===== src/rtl/opc_hist_pkg.sv =====
package opc_hist_pkg;
    typedef enum logic [2:0] {
        S_OFF  = 3'd0,
        S_IDLE = 3'd1,
        S_RD   = 3'd2,
        S_WR   = 3'd3,
        S_MARK = 3'd4
    } ohc_state_t;
endpackage


===== src/rtl/ohc_key_gen.sv =====
// Forms the table word address from the previous and current opcodes.
module ohc_key_gen #(
    parameter int OPC_W  = 9,
    parameter int ADDR_W = 18
) (
    input  logic [OPC_W-1:0]  prev_opc,
    input  logic [OPC_W-1:0]  cur_opc,
    input  logic [ADDR_W-1:0] base,
    output logic [ADDR_W-1:0] word_addr
);
    localparam int KEY_W = 2 * OPC_W - 1;

    logic [KEY_W-1:0] key;

    always_comb begin
        key       = {prev_opc, cur_opc[OPC_W-1:1]};
        word_addr = base + ADDR_W'(key);
    end
endmodule


===== src/rtl/ohc_half_inc.sv =====
// Bumps one of the two packed counters and reports its carry out.
module ohc_half_inc #(
    parameter int HALF_W = 18
) (
    input  logic [2*HALF_W-1:0] word_in,
    input  logic                sel_lo,
    output logic [2*HALF_W-1:0] word_out,
    output logic                carry
);
    localparam int NHALF = 2;

    logic [NHALF-1:0] c_vec;

    for (genvar h = 0; h < NHALF; h++) begin : g_half
        logic              pick;
        logic [HALF_W:0]   sum;

        always_comb begin
            // half 0 is bits [HALF_W-1:0], chosen when sel_lo is set
            pick = (h == 0) ? sel_lo : !sel_lo;
            sum  = {1'b0, word_in[h*HALF_W +: HALF_W]} + {{HALF_W{1'b0}}, 1'b1};
            word_out[h*HALF_W +: HALF_W] = pick ? sum[HALF_W-1:0]
                                                : word_in[h*HALF_W +: HALF_W];
            c_vec[h] = pick & sum[HALF_W];
        end
    end

    assign carry = |c_vec;
endmodule


===== src/rtl/opc_pair_hist.sv =====
module opc_pair_hist
    import opc_hist_pkg::*;
#(
    parameter int OPC_W  = 9,
    parameter int HALF_W = 18,
    parameter int ADDR_W = 18
) (
    input  logic                  clk,
    input  logic                  rst_n,
    input  logic                  arm,
    input  logic [ADDR_W-1:0]     base_addr,
    input  logic [ADDR_W-1:0]     mark_addr,
    input  logic                  insn_vld,
    input  logic [OPC_W-1:0]      insn_opc,
    output logic                  count_en,
    output logic                  busy,
    output logic                  mem_req,
    output logic                  mem_we,
    output logic [ADDR_W-1:0]     mem_addr,
    output logic [2*HALF_W-1:0]   mem_wdata,
    input  logic [2*HALF_W-1:0]   mem_rdata,
    input  logic                  mem_ack
);
    localparam int WORD_W = 2 * HALF_W;

    ohc_state_t state_q, state_d;

    logic [OPC_W-1:0]  prev_q;
    logic [OPC_W-1:0]  cur_q;
    logic [ADDR_W-1:0] addr_q;
    logic [WORD_W-1:0] word_q;
    logic              ovf_q;

    logic [ADDR_W-1:0] key_addr;
    logic [WORD_W-1:0] inc_word;
    logic              inc_carry;
    logic              take_insn;
    logic              take_arm;

    ohc_key_gen #(.OPC_W(OPC_W), .ADDR_W(ADDR_W)) u_key (
        .prev_opc  (prev_q),
        .cur_opc   (insn_opc),
        .base      (base_addr),
        .word_addr (key_addr)
    );

    ohc_half_inc #(.HALF_W(HALF_W)) u_inc (
        .word_in  (mem_rdata),
        .sel_lo   (cur_q[0]),
        .word_out (inc_word),
        .carry    (inc_carry)
    );

    assign take_arm  = arm && (state_q == S_OFF || state_q == S_IDLE);
    assign take_insn = !arm && insn_vld && (state_q == S_IDLE);

    // next-state logic
    always_comb begin
        state_d = state_q;
        unique case (state_q)
            S_OFF:  if (arm) state_d = S_IDLE;
            S_IDLE: if (arm) state_d = S_IDLE;
                    else if (insn_vld) state_d = S_RD;
            S_RD:   if (mem_ack) state_d = S_WR;
            S_WR:   if (mem_ack) state_d = ovf_q ? S_MARK : S_IDLE;
            S_MARK: if (mem_ack) state_d = S_OFF;
            default: state_d = S_OFF;
        endcase
    end

    // state register
    always_ff @(posedge clk or negedge rst_n) begin
        if (!rst_n) state_q <= S_OFF;
        else        state_q <= state_d;
    end

    // datapath registers
    always_ff @(posedge clk or negedge rst_n) begin
        if (!rst_n) begin
            prev_q <= '0;
            cur_q  <= '0;
            addr_q <= '0;
            word_q <= '0;
            ovf_q  <= 1'b0;
        end else begin
            if (take_arm) prev_q <= '0;
            if (take_insn) begin
                cur_q  <= insn_opc;
                addr_q <= key_addr;
                prev_q <= insn_opc;
            end
            if (state_q == S_RD && mem_ack) begin
                word_q <= inc_word;
                ovf_q  <= inc_carry;
            end
        end
    end

    // outputs
    always_comb begin
        mem_req   = 1'b0;
        mem_we    = 1'b0;
        mem_addr  = addr_q;
        mem_wdata = word_q;
        count_en  = 1'b0;
        unique case (state_q)
            S_OFF:  ;
            S_IDLE: count_en = 1'b1;
            S_RD:   mem_req = 1'b1;
            S_WR: begin
                mem_req = 1'b1;
                mem_we  = 1'b1;
            end
            S_MARK: begin
                mem_req   = 1'b1;
                mem_we    = 1'b1;
                mem_addr  = mark_addr;
                mem_wdata = '1;
            end
            default: ;
        endcase
        busy = mem_req;
    end

    // request fields held until acknowledged
    a_r5_req_hold: assert property (@(posedge clk) disable iff (!rst_n)
        (mem_req && !mem_ack) |=> (mem_req && $stable(mem_we)
                                   && $stable(mem_addr) && $stable(mem_wdata)));

    // the unselected half of the write equals what was read
    a_r2_half_keep: assert property (@(posedge clk) disable iff (!rst_n)
        (state_q == S_RD && mem_ack) |=>
        (cur_q[0] ? (mem_wdata[WORD_W-1:HALF_W] == $past(mem_rdata[WORD_W-1:HALF_W]))
                  : (mem_wdata[HALF_W-1:0] == $past(mem_rdata[HALF_W-1:0]))));

    // an overflowing write is followed by the marker write
    a_r4_marker: assert property (@(posedge clk) disable iff (!rst_n)
        (state_q == S_WR && mem_ack && ovf_q) |=>
        (mem_req && mem_we && mem_addr == mark_addr && (&mem_wdata)));

    // disabled block issues no request on a strobe
    a_r8_ignore: assert property (@(posedge clk) disable iff (!rst_n)
        (state_q == S_OFF && !arm) |=> !mem_req);

    // counting resumes after a clean store
    a_r9_reenable: assert property (@(posedge clk) disable iff (!rst_n)
        (state_q == S_WR && mem_ack && !ovf_q) |=> count_en);

    // a read acknowledge is followed by a write to the same word
    a_r3_write_after_read: assert property (@(posedge clk) disable iff (!rst_n)
        (state_q == S_RD && mem_ack) |=> (mem_we && mem_addr == $past(mem_addr)));
endmodule


===== config.mk =====
export PLATFORM = sky130hd
export DESIGN_NAME = opc_pair_hist
export DESIGN_NICKNAME = d
export VERILOG_FILES = /design/src/rtl/opc_hist_pkg.sv /design/src/rtl/ohc_key_gen.sv /design/src/rtl/ohc_half_inc.sv /design/src/rtl/opc_pair_hist.sv
export SDC_FILE = /design/constraint.sdc
export NUM_CORES = 1
export LEC_CHECK = 0
export BUFFER_PORTS_ARGS = -buffer_cell sky130_fd_sc_hd__buf_2
export CELL_PAD_IN_SITES_DETAIL_PLACEMENT = 0
export CELL_PAD_IN_SITES_GLOBAL_PLACEMENT = 2
export CORE_MARGIN = 3
export CORE_UTILIZATION = 30
export DETAILED_ROUTE_END_ITERATION = 7
export PLACE_DENSITY = 0.85
export SLEW_MARGIN = 20
export SYNTH_ARGS = -nofsm -noshare
export SYNTH_HDL_FRONTEND = slang
export SYNTH_SLANG_ARGS = --single-unit

===== constraint.sdc =====
create_clock -name clk -period 2.4 [get_ports clk]
set_clock_uncertainty 0.2 [all_clocks]
set_input_delay 0.24 -clock clk [delete_from_list [all_inputs] [get_ports clk]]
set_output_delay 0.24 -clock clk [all_outputs]
set_load 0.1 [all_outputs]

==> out/results.tsv <==
stage	metric	value	unit
timing	post-route-worst-setup-slack	0.06548	ns
synthesis	synth_edf_count	0	
job	cap_viol_max_count	0	
synthesis	synthFlopType	dfrtp_1	
global_routing	grt_pass1_vias	4176	
worst_setup_path	cp-start-kind	input port	
synthesis	async_flop_share	1.000	
detailed_routing	drc	0	
worst_setup_path	criticalPathCategory	input port to flop	
detailed_routing	routed_wl	12.73	mm
layout	area_growth	47.33	%
place	io_buffers	143	
min_path	holdCritPathClass	input port to flop	
detailed_routing	ant_nets	0	
timing	max_freq	428.4	MHz
global_routing	grt_max_degree	40	
global_routing	grt-ovfl-total	0	
place	place.gp.congestion	0.8770	
clock_tree	cts_sinks	68	
worst_setup_path	end_kind	flop	
timing	hold_violations	0	
synthesis	netlist_instances	514	
timing	tightest_slew	0.5649	ns
timing	min_period	2.335	ns
detailed_routing	vias	4190	
outcome	status	complete, no violations	
layout	drive_above_1_share	0.3824	
floorplan	die_h	128.7	um
synthesis	syn_area	4518	um2
detailed_routing	dr.pass1.iters	4	
detailed_routing	wl_per_cell	14.73	um
timing	maxSlewViolCount	0	
clock_tree	h-tree-depth	3	
clock_tree	clkLatencyLatePin	0.33	ns
worst_setup_path	worstPathRequired	2.42	ns
timing	slew_headroom	0.6199	
layout	final_nets	781	
timing	fin_crit_sh	0.9727	
synthesis	yosysWarnings	0	
detailed_routing	drt_iter0_drc	154	
global_routing	antenna_found_initial	0	
synthesis	synth_seq_area_share	0.3766	
clock_tree	cts_max_path_buffers	2	
clock_tree	cts-buffers-inserted	9	
place	dp.final_hpwl	9.760	mm
synthesis	syn_avg_cell_area	8.790	um2
synthesis	ys_types	53	
global_routing	grt_pass1_wl	20.80	mm
floorplan	die_area	16570	um2
worst_setup_path	timing.critical_path.fanout_max	5	
layout	fillCellCount	1423	
floorplan	core.rowCount	44	
timing	grt_setup_unrepaired	yes	
synthesis	synth-seq-cells	68	
worst_setup_path	critPathArrivalTime	2.35	ns
floorplan	fp.dieW	128.7	um
clock_tree	cts-root-buf	clkbuf_16	
floorplan	ioPinCount	144	
synthesis	syn_nets	620	
floorplan	core	14640	um2
timing	setup_viol	0	
clock_tree	cts_tree	yes	
place	pre_cts_ws	0.03217	ns
detailed_routing	viasPerCell	4.850	
clock_tree	path_clk_slew	0.06	ns
layout	diodes	0	
floorplan	initial_core_util	0.3085	
global_routing	track_usage	0.1574	
-- kinds of logic (layout without fill, tap and decap cells) --
group	after synthesis	in the layout	share of synthesized area
AO/OA/AOI/OAI	116	116	0.1562
XOR/XNOR	47	47	0.09111
multiplexers	23	23	0.05650
AND/OR/NAND/NOR	202	202	0.2263
adder cells (fa/ha/maj)	20	20	0.05705
flip-flops	68	68	0.3766
buffers and inverters	38	204	0.03628
-- layout make-up --
cell class	instances	area, um2	share of cell area
Clock buffer	11	232.7	0.03496
Clock inverter	5	52.55	0.007895
Inverter	8	30.03	0.004511
Multi-Input combinational cell	408	2729	0.4100
Sequential cell	68	1705	0.2562
Tap cell	184	230.2	0.03459
Timing Repair Buffer	180	1677	0.2519
-- final timing paths --
kind,start,end,slack [ns],cells after the start
max,insn_opc[6],addr_q[17]$_DFFE_PN0P_,0.07,7
min,mem_rdata[30],word_q[30]$_DFFE_PN0P_,0.02,3
max reg2reg,prev_q[1]$_DFFE_PN0P_,addr_q[17]$_DFFE_PN0P_,0.09,8
min reg2reg,addr_q[11]$_DFFE_PN0P_,addr_q[11]$_DFFE_PN0P_,0.27,2
max in group asynchronous,rst_n,word_q[14]$_DFFE_PN0P_,1.26,3
min in group asynchronous,rst_n,prev_q[4]$_DFFE_PN0P_,0.18,2
-- cells in the mapped netlist (13+ instances only) --
library cell	n	area (um2)
dfrtp_1	68	1702
nor2_1	57	214.0
nand2_1	51	191.4
a21oi_1	50	250.2
or2_2	36	225.2
xor2_1	26	227.7
o21ai_0	24	120.1
xnor2_1	21	183.9
mux2_2	20	225.2
clkbuf_1	19	71.32
ha_1	19	237.7
nand3_1	13	65.06
-- sequential cells by signal, indices dropped and copies added (netlist names) --
signal	count
word_q	36
addr_q	18
prev_q	9
state_q	3
cur_q	1
ovf_q	1
-- placed cells by master (no fill, tap or decap), types with 4 or more instances in the layout --
cell type	instances
clkbuf_16	9
xor2_1	26
or2_2	36
nor2_1	57
nand4_1	11
dlygate4sd3_1	11
a21o_1	6
a211oi_1	4
a21oi_1	50
buf_2	89
mux2_2	20
ha_1	16
dfrtp_1	65
buf_4	34
nand3_1	13
nand2_1	51
buf_12	41
inv_1	8
and3_1	6
o21ai_0	24
a22o_1	8
xnor2_1	21
-- critical path, cell delays in order --
cell           delay, ns
dlygate4sd3_1       0.54
buf_2               0.14
ha_2                0.37
o2111ai_1           0.25
o311ai_2            0.42
o22ai_1             0.15
a211o_1             0.24
-- layer usage --
| layer | GRT usage | up-vias | wire length, um |
|---|---|---|---|
| met5 | 0 | - | 0 |
| met4 | 0.06115 | 0 | 224 |
| met3 | 0.02615 | 15 | 444 |
| met2 | 0.2573 | 84 | 6146 |
| met1 | 0.2083 | 1979 | 5913 |
| li1 | - | 2112 | - |
-- what timing repair did --
action,in CTS,in global routing
setup buffers,0,7
pin swaps,0,4
hold buffers,11,0
gates cloned,0,0
resized for setup,11,19
endpoints found under the setup margin,29,60
hold endpoints to repair,40,0
-- through the flow --
step | TNS (ns) | cell area (um2) | std cells | hold WS, ns | utilization
2_1_floorplan | 0 | 4529 | 514 | -0.2556 | -
3_3_place_gp | 0 | 6113 | 830 | 0.001870 | 0.4175
3_5_place_dp | 0 | 6113 | 830 | 0.008471 | 0.4175
4_1_cts | 0 | 6534 | 857 | 0.001407 | 0.4462
5_1_grt | -0.03061 | 6656 | 864 | 0.01863 | 0.4545
6_report | 0 | 6656 | 864 | 0.01954 | 0.4545
Power is not shown: default switching activity piles up to over one toggle a cycle in this logic, so the estimate is an artifact.
